--- src/rtl/ptw_pkg.sv ---
package ptw_pkg;
    localparam int VA_W  = 32;
    localparam int PTE_W = 32;
    localparam int PA_W  = 36;

    typedef enum logic [2:0] {
        S_IDLE,
        S_RD_ISSUE,
        S_RD_WAIT,
        S_WB_ISSUE,
        S_FINISH
    } walk_state_e;

    localparam logic [1:0] ET_INVALID = 2'd0;
    localparam logic [1:0] ET_TABLE   = 2'd1;
    localparam logic [1:0] ET_PAGE    = 2'd2;

    localparam logic [2:0] FT_INVALID = 3'd1;
    localparam logic [2:0] FT_XLATE   = 3'd4;

    localparam int REF_BIT = 5;
    localparam int MOD_BIT = 6;
endpackage

--- src/rtl/ptw_next_addr.sv ---
// Address of the next table word: context slot for level 0, otherwise
// table base from the descriptor plus the scaled virtual index.
module ptw_next_addr
    import ptw_pkg::*;
#(
    parameter int CTX_W = 8
) (
    input  logic [1:0]       lvl,
    input  logic [31:0]      ctx_ptr,
    input  logic [CTX_W-1:0] ctx_num,
    input  logic [31:2]      desc_ptr,
    input  logic [31:12]     va_hi,
    output logic [PA_W-1:0]  addr
);
    logic [PA_W-1:0] tbl_base;
    logic [PA_W-1:0] ctx_base;

    assign tbl_base = {desc_ptr, 6'b0};
    assign ctx_base = {ctx_ptr, 4'b0};

    always_comb begin
        unique case (lvl)
            2'd0:    addr = ctx_base + PA_W'({ctx_num, 2'b00});
            2'd1:    addr = tbl_base + PA_W'({va_hi[31:24], 2'b00});
            2'd2:    addr = tbl_base + PA_W'({va_hi[23:18], 2'b00});
            default: addr = tbl_base + PA_W'({va_hi[17:12], 2'b00});
        endcase
    end
endmodule

--- src/rtl/ptw_leaf_calc.sv ---
// Physical address and status-bit update for a page entry at a given level.
module ptw_leaf_calc
    import ptw_pkg::*;
(
    input  logic [1:0]       lvl,
    input  logic [PTE_W-1:0] entry,
    input  logic [23:0]      va_lo,
    input  logic             is_write,
    output logic [PA_W-1:0]  paddr,
    output logic             wb_need,
    output logic [PTE_W-1:0] wb_entry
);
    logic [PA_W-1:0]  offset;
    logic [PTE_W-1:0] set_mask;

    always_comb begin
        unique case (lvl)
            2'd1:    offset = PA_W'(va_lo[23:0]);
            2'd2:    offset = PA_W'(va_lo[17:0]);
            default: offset = PA_W'(va_lo[11:0]);
        endcase
    end

    assign paddr = {entry[31:8], 12'b0} + offset;

    always_comb begin
        set_mask = '0;
        set_mask[REF_BIT] = 1'b1;
        set_mask[MOD_BIT] = is_write;
    end

    assign wb_need  = !entry[REF_BIT] || (is_write && !entry[MOD_BIT]);
    assign wb_entry = entry | set_mask;
endmodule

--- src/rtl/ptw_walker.sv ---
module ptw_walker
    import ptw_pkg::*;
#(
    parameter int CTX_W = 8
) (
    input  logic             clk,
    input  logic             rst_n,
    input  logic             req_valid,
    output logic             req_ready,
    input  logic [31:0]      req_vaddr,
    input  logic             req_write,
    input  logic             req_fetch,
    input  logic             req_super,
    input  logic [31:0]      ctx_ptr,
    input  logic [CTX_W-1:0] ctx_num,
    input  logic             mmu_en,
    output logic             mem_req_valid,
    input  logic             mem_req_ready,
    output logic             mem_req_write,
    output logic [35:0]      mem_req_addr,
    output logic [31:0]      mem_req_wdata,
    input  logic             mem_rsp_valid,
    input  logic [31:0]      mem_rsp_data,
    output logic             done,
    output logic [31:0]      res_pte,
    output logic [1:0]       res_level,
    output logic [35:0]      res_paddr,
    output logic [9:0]       res_fault,
    output logic             res_bypass,
    output logic             res_write,
    output logic             res_fetch,
    output logic             res_super
);
    walk_state_e state_q, state_d;

    logic [1:0]       lvl_q;
    logic [PA_W-1:0]  addr_q;
    logic [VA_W-1:0]  va_q;
    logic             wr_q, fetch_q, super_q, bypass_q;
    logic [PTE_W-1:0] pte_q;
    logic [PA_W-1:0]  paddr_q;
    logic [9:0]       fault_q;

    logic [1:0]       na_lvl;
    logic [PA_W-1:0]  na_addr;
    logic [PA_W-1:0]  leaf_pa;
    logic             leaf_wb;
    logic [PTE_W-1:0] leaf_entry;
    logic [1:0]       etype;
    logic             descend, leaf_ok;
    logic [2:0]       ftype;

    assign etype   = mem_rsp_data[1:0];
    assign descend = (etype == ET_TABLE) && (lvl_q != 2'd3);
    assign leaf_ok = (etype == ET_PAGE) && (lvl_q != 2'd0);
    assign ftype   = (etype == ET_INVALID) ? FT_INVALID : FT_XLATE;
    assign na_lvl  = (state_q == S_IDLE) ? 2'd0 : lvl_q + 2'd1;

    ptw_next_addr #(.CTX_W(CTX_W)) u_next_addr (
        .lvl      (na_lvl),
        .ctx_ptr  (ctx_ptr),
        .ctx_num  (ctx_num),
        .desc_ptr (mem_rsp_data[31:2]),
        .va_hi    (va_q[31:12]),
        .addr     (na_addr)
    );

    ptw_leaf_calc u_leaf_calc (
        .lvl      (lvl_q),
        .entry    (mem_rsp_data),
        .va_lo    (va_q[23:0]),
        .is_write (wr_q),
        .paddr    (leaf_pa),
        .wb_need  (leaf_wb),
        .wb_entry (leaf_entry)
    );

    // state register
    always_ff @(posedge clk or negedge rst_n) begin
        if (!rst_n) state_q <= S_IDLE;
        else        state_q <= state_d;
    end

    // transitions
    always_comb begin
        state_d = state_q;
        unique case (state_q)
            S_IDLE:     if (req_valid) state_d = mmu_en ? S_RD_ISSUE : S_FINISH;
            S_RD_ISSUE: if (mem_req_ready) state_d = S_RD_WAIT;
            S_RD_WAIT: begin
                if (mem_rsp_valid) begin
                    if (descend)      state_d = S_RD_ISSUE;
                    else if (leaf_ok) state_d = leaf_wb ? S_WB_ISSUE : S_FINISH;
                    else              state_d = S_FINISH;
                end
            end
            S_WB_ISSUE: if (mem_req_ready) state_d = S_FINISH;
            S_FINISH:   state_d = S_IDLE;
            default:    state_d = S_IDLE;
        endcase
    end

    // walk datapath
    always_ff @(posedge clk or negedge rst_n) begin
        if (!rst_n) begin
            lvl_q    <= '0;
            addr_q   <= '0;
            va_q     <= '0;
            wr_q     <= 1'b0;
            fetch_q  <= 1'b0;
            super_q  <= 1'b0;
            bypass_q <= 1'b0;
            pte_q    <= '0;
            paddr_q  <= '0;
            fault_q  <= '0;
        end else if (state_q == S_IDLE && req_valid) begin
            lvl_q    <= 2'd0;
            addr_q   <= na_addr;
            va_q     <= req_vaddr;
            wr_q     <= req_write;
            fetch_q  <= req_fetch;
            super_q  <= req_super;
            bypass_q <= !mmu_en;
            pte_q    <= '0;
            paddr_q  <= mmu_en ? '0 : PA_W'(req_vaddr);
            fault_q  <= '0;
        end else if (state_q == S_RD_WAIT && mem_rsp_valid) begin
            pte_q <= mem_rsp_data;
            if (descend) begin
                lvl_q  <= lvl_q + 2'd1;
                addr_q <= na_addr;
            end else if (leaf_ok) begin
                pte_q   <= leaf_entry;
                paddr_q <= leaf_pa;
            end else begin
                fault_q <= {lvl_q, 3'b000, ftype, 2'b00};
            end
        end
    end

    // outputs
    always_comb begin
        req_ready     = (state_q == S_IDLE);
        mem_req_valid = (state_q == S_RD_ISSUE) || (state_q == S_WB_ISSUE);
        mem_req_write = (state_q == S_WB_ISSUE);
        mem_req_addr  = addr_q;
        mem_req_wdata = pte_q;
        done          = (state_q == S_FINISH);
        res_pte       = pte_q;
        res_level     = lvl_q;
        res_paddr     = paddr_q;
        res_fault     = fault_q;
        res_bypass    = bypass_q;
        res_write     = wr_q;
        res_fetch     = fetch_q;
        res_super     = super_q;
    end
endmodule

--- config.mk ---
export PLATFORM = sky130hd
export DESIGN_NAME = ptw_walker
export DESIGN_NICKNAME = d
export VERILOG_FILES = /design/src/rtl/ptw_pkg.sv /design/src/rtl/ptw_next_addr.sv /design/src/rtl/ptw_leaf_calc.sv /design/src/rtl/ptw_walker.sv
export SDC_FILE = /design/constraint.sdc
export NUM_CORES = 1
export LEC_CHECK = 0
export ABC_AREA = 1
export BUFFER_PORTS_ARGS = -buffer_cell sky130_fd_sc_hd__buf_4
export CORE_UTILIZATION = 39
export DETAILED_ROUTE_END_ITERATION = 10
export PLACE_DENSITY = 0.58
export SLEW_MARGIN = 20
export SYNTH_ARGS = -nofsm -noshare
export SYNTH_HDL_FRONTEND = slang
export SYNTH_SLANG_ARGS = --single-unit
--- constraint.sdc ---
create_clock -name clk -period 7.2 [get_ports clk]
set_clock_uncertainty 0.15 [all_clocks]
set_input_delay 1.08 -clock clk [delete_from_list [all_inputs] [get_ports clk]]
set_output_delay 1.08 -clock clk [all_outputs]
set_load 0.02 [all_outputs]
# After elaboration in Yosys (flattened, before gate mapping)
# Index checks and enable logic that the tools add are counted.
word_totals:
  register_bits: 155
  inputBits: 113
  out_inout_bits: 156
  elab_cells: 88
op_classes:
  n_addsub: 6
  eq_ne: 17
  n_mux: 32
  n_bitwise: 1
  n_reduce_logical: 21
op_table:
  columns: ["cell", "count"]
  rows:
  - ["36-bit 2-to-1 mux", 7]
  - ["32-bit 2-to-1 mux", 5]
  - ["36-bit case mux with 3 select lines", 1]
  - ["36-bit by 10-bit adder with 36-bit output", 2]
  - ["36-bit by 8-bit adder with 36-bit output", 2]
  - ["24-bit case mux with 2 select lines", 1]
  - ["10-bit 2-to-1 mux", 4]
  - ["36-bit by 24-bit adder with 36-bit output", 1]
  - ["32-bit by 7-bit bitwise OR with 32-bit output", 1]
  - ["3-bit 2-to-1 mux", 9]
  - ["3-bit case mux with 4 select lines", 1]
  - ["2-bit != test, second input constant", 5]
  - ["2-bit 2-to-1 mux", 4]
  - ["2-bit nonzero test", 4]
  - ["2-bit by 1-bit == test with 1-bit output, second input constant", 3]
  - ["2-bit == test, second input constant", 3]
  - ["3-bit by 2-bit == test with 1-bit output, second input constant", 2]
  - ["3-bit AND reduction", 2]
  - ["1-bit logical AND", 5]
  - ["2-bit logical NOT", 2]
  - ["2-bit by 1-bit != test with 1-bit output, second input constant", 2]
  - ["4-bit AND reduction", 1]
  - ["3-bit by 1-bit == test with 1-bit output, second input constant", 1]
  - ["3-bit == test, second input constant", 1]
  - ["other kinds (5)", 8]

# Depth between registers and ports, before layout
depth:
  ltp_word: 8
  ltp_mapped: 22

# Hierarchy
# From an unflattened synthesis, not the netlist that was laid out.
unflattened:
  hier_cells: 1843
  hier_area_um2: 11634.9
by_module_without_submodules:
  columns: ["module", "instances", "cells_per_inst", "area_each_um2", "seq_area_each_um2"]
  rows:
  - ["ptw_walker", 1, 934, 7204.4, 3728.6]
  - ["ptw_next_addr", 1, 554, 2636.3, 0.0]
  - ["ptw_leaf_calc", 1, 355, 1794.2, 0.0]

# Worst setup path after synthesis
# No wires, ideal clock.
synth_timing:
  path_kind: "register to register"
  from: "reg lvl_q[0], in the netlist res_level[0]"
  to: "reg addr_q[28], in the netlist mem_req_addr[28]"
  t_arrival_ps: 3301
  required_time_ps: 6934
  slack_ps: 3633
  stages_incl_launch_ff: 23
  n_path_buf: 0
  period_less_slack_ps: 3567
  cell_sequence: "dfrtp_1 > inv_1 > ha_1 > inv_1 > nor2_8 > inv_1 > ha_1 > a21oi_1 > a22oi_1 > ha_1 > fa_1 > nand2_1 > nand3_1 > nand2_1 > inv_1 > nand2_1 > inv_1 > nand2_1 > nand2_1 > nand3_1 > nand3_1 > nand2_1 > nand2_1"
synth_via:
  elab_chain_cells: 7
  word_cells_on_any_way: 13
  cone_classes: "add/sub: 1; eq/ne: 3; mux: 5; reduce/logical: 4"
synth_lines:
  columns: ["element", "line_no", "rtl"]
  rows:
  - ["start: declaration", "ptw_walker.sv:36", "logic [1:0] lvl_q;"]
  - ["start signal: assignment", "ptw_walker.sv:130", "lvl_q <= lvl_q + 2'd1;"]
  - ["2-bit by 1-bit adder with 2-bit output", "ptw_walker.sv:57", "assign na_lvl = (state_q == S_IDLE) ? 2'd0 : lvl_q + 2'd1;"]
  - ["2-bit 2-to-1 mux", "ptw_walker.sv:57", null]
  - ["2-bit == test, or another cell as far along", "ptw_next_addr.sv:22", "unique case (lvl)"]
  - ["36-bit case mux with 3 select lines", "ptw_next_addr.sv:22", null]
  - ["36-bit 2-to-1 mux", "ptw_walker.sv:129", "if (descend) begin"]
  - ["36-bit 2-to-1 mux", "ptw_walker.sv:127", "end else if (state_q == S_RD_WAIT && mem_rsp_valid) begin"]
  - ["36-bit 2-to-1 mux", "ptw_walker.sv:116", "end else if (state_q == S_IDLE && req_valid) begin"]
  - ["end signal: assignment", "ptw_walker.sv:118", "addr_q <= na_addr;"]
  - ["end signal: assignment", "ptw_walker.sv:131", "addr_q <= na_addr;"]
  - ["end: declaration", "ptw_walker.sv:37", "logic [PA_W-1:0] addr_q;"]
# Parallel ways exist; a longest one is shown, timed or not. The select of a mux whose other input is x is not followed.
# A chain may end at the register's enable or synchronous reset.

# Final worst setup path
# Ends and elaborated chain as after synthesis.

==> impl_metrics.json <==
{
  "clock_path_buffers": 2,
  "via_per_inst": 5.16,
  "path_depth": 22,
  "dp_hpwl_um": 28500,
  "worst_ep_arrival_time_ns": 4.10,
  "r2r-end": "mem_req_addr[28]",
  "rrSetupSlack_ns": 3.27,
  "grt_setup_unrepaired": "false",
  "start_kind": "flip-flop",
  "slew_viol_final": 0,
  "clk_latency_ns": 0.44,
  "drive_gt1_share_pct": 19.9,
  "setup-tns-final_ns": 0,
  "ioPinCount": 269,
  "endpoint": "mem_req_addr[28]",
  "grt.total_usage_pct": 27.7,
  "drc": 0,
  "clk_pin_slew_worst_paths_ns": 0.07,
  "slew_headroom_pct": 41.0,
  "synth_cells": 1471,
  "first_pass_iters": 5,
  "placed_cells": 1989,
  "synth_ff_type": "dfrtp_1",
  "power.leakage_nw": 6.52,
  "period_minus_slack_ns": 3.93,
  "yosysWarnings": 0,
  "port_buffers": 260,
  "hp-class": "reg2reg",
  "path_cells": "inv_1 -> ha_1 -> inv_1 -> nor2_8 -> inv_1 -> ha_1 -> a21oi_1 -> a22oi_1 -> ha_1 -> fa_1 -> nand2_1 -> nand3_1 -> nand2_1 -> inv_1 -> nand2_1 -> inv_1 -> nand2_1 -> nand2_1 -> nand3_1 -> nand3_1 -> nand2_1 -> nand2_1",
  "post_cts_buffers": 0,
  "cts_tree": "done",
  "ant_nets": 0,
  "h-tree-depth": 4,
  "wl_per_cell_um": 17.8,
  "grt_max_degree": 87,
  "synthArstFlopShare_pct": 100,
  "drv_cap": 0,
  "grt-ovfl-total": 0,
  "die_area_sq_mm": 0.0263,
  "cts.sinks": 147,
  "timing.fmax_mhz": 255,
  "avgSynthCellArea_sq_um": 6.81,
  "grt_pass1_vias": 9768,
  "r2r-start": "res_level[0]",
  "setup_viol": 0,
  "drt-initial-drc-count": 697,
  "synth_top_area_share_pct": 36.7,
  "period_share_pct": 54.6,
  "ff2ff_path_depth": 22,
  "power_mw": 5.16,
  "vdd.ir_drop.worst_mv": 0.239,
  "synth-seq-cells": 147,
  "die_w_um": 162,
  "synthToLayoutAreaGrowth_pct": 24.4,
  "cp-startpoint": "res_level[0]",
  "min-delay-start": "va_q[7]",
  "rows": 58,
  "yosysSeqAreaShare_pct": 36.7,
  "synth_area_sq_mm": 0.0100,
  "vias": 10419,
  "fin_cells": 2021,
  "grt_pass1_wl_um": 55400,
  "yosysTopAreaCell": "dfrtp_1",
  "antenna_found_initial": 0,
  "hold_viol": 0,
  "crit_top_cell": "nand2_1",
  "critPathKind": "reg2reg",
  "powerDensity_mw_per_mm2": 414,
  "synthTopCellsByArea": "dfrtp_1 37%, nand2_1 17%, nand3_1 8.4%, nor2_1 5.9%, inv_1 5.2%",
  "synth_cell_type_count": 46,
  "numCtsBuffers": 17,
  "cp_max_fo": 6,
  "cts_root_buffer": "clkbuf_16",
  "required_ns": 7.37,
  "start_util_pct": 39.8,
  "final_nets": 1822,
  "cp_num_buf_inv": 5,
  "cp_top_family": "adder cells",
  "worst_pin_slew_ns": 0.876,
  "outcome": "completed",
  "critPathCaptureType": "flip-flop",
  "final_common_cell": "nand2_1",
  "cts_resized": 0,
  "layout_common_cells": "457 x nand2_1, 262 x buf_4, 169 x nand3_1",
  "core-area_sq_mm": 0.0252,
  "n_antenna_cell": 0,
  "synth-edff-count": 0,
  "cts_hold_buffers": 0,
  "die_y_um": 162,
  "routabilityCongestion": 0.934,
  "critPathMaxStageDelay_ns": 0.46,
  "hold_slack_ns": 0.321,
  "critical_path.slowest_cell": "dfrtp_1",
  "wl_um": 36000
}
==> cell type report <==
class / instances / area (sq um)
clock buffers: 17 / 425
multi-input cells: 1099 / 5230
fillers: 2582 / 12700
clock inverters: 15 / 164
flip-flops and latches: 147 / 3680
repair buffers: 263 / 1980
inverters: 150 / 568
well taps: 330 / 413
==> power breakdown <==
group          internal, mW  total (mW)  switching, mW  leakage [nW]
Clock                 0.492       0.902          0.410         0.285
Combinational         0.994        2.82           1.83          4.42
Sequential             1.19        1.44          0.243          1.82
==> flip-flops by register name (all words and copies together), names as in the netlist <==
signal         flops
res_fault          4
res_write          1
va_q              32
res_bypass         1
res_paddr         36
mem_req_wdata     32
res_fetch          1
res_super          1
res_level          2
mem_req_addr      34
state_q            3
==> layer usage <==
metal / global-route usage [%] / part of all wire [%] / up-vias
met2: 45.3 / 47 / 371
li1: - / - / 5138
met1: 36.7 / 43 / 4862
met4: 8.70 / 2.4 / 0
met3: 5.52 / 7.1 / 48
met5: 0 / 0 / -
==> worst reg2reg max path, stage by stage, from the launching register on <==
cell and delay (ns):
dfrtp_1 0.46, inv_1 0.16, ha_1 0.39, inv_1 0.14, nor2_8 0.17, inv_1 0.06, ha_1 0.33, a21oi_1 0.13
a22oi_1 0.13, ha_1 0.27, fa_1 0.41, nand2_1 0.11, nand3_1 0.11, nand2_1 0.18, inv_1 0.08, nand2_1 0.10
inv_1 0.07, nand2_1 0.06, nand2_1 0.06, nand3_1 0.08, nand3_1 0.07, nand2_1 0.06, nand2_1 0.05
==> metrics by stage <==
step | setup WS (ns) | utilization (%) | cell area [sq um]
finish | 3.27 | 49.5 | 12500
global route | 2.94 | 49.5 | 12500
CTS | 3.33 | 49.5 | 12500
detailed placement | 3.36 | 47.1 | 11900
global placement | 3.46 | 47.1 | 11900
floorplan | 3.63 | - | 10000
==> how the worst min path moves through the flow <==
| stage | depth (start not counted) | to | slack, ns |
|---|---|---|---|
| floorplan | 2 | va_q[0] | 0.29 |
| detailed placement | 2 | va_q[26] | 0.31 |
| CTS | 2 | va_q[26] | 0.32 |
| global route | 2 | va_q[7] | 0.36 |
| global placement | 2 | va_q[26] | 0.30 |
| finish | 2 | va_q[7] | 0.32 |
==> cell usage after synthesis (3+ instances only) <==
master    number
a21oi_1       77
nor3_1        11
nand2_2        3
inv_1        139
or2_2         11
nor2_4         4
nor2_1       157
o21ai_0       81
clkbuf_1       5
a22oi_1        3
buf_2         23
nand3_1      169
nand3b_1       3
ha_1          28
xor2_1         4
and2_1         6
nand2_1      457
dfrtp_1      147
buf_4         43
buf_6          9
a31oi_1       23
o21ai_1        6
nand4_1       17
inv_2          9
fa_1           3
==> logic make-up (layout without fill, tap and decap cells) <==
family | after synthesis | in the layout | synth area share (%)
flops | 147 | 147 | 36.7
simple gates | 856 | 856 | 36.8
fa+ha+maj | 31 | 31 | 4.10
buf+inv | 232 | 445 | 11.3
mux | 1 | 1 | 0.112
compound gates | 199 | 199 | 10.5
xor+xnor | 4 | 4 | 0.350
other cells | 1 | 8 | 0.0374
Power figures use the tool's default switching activity.
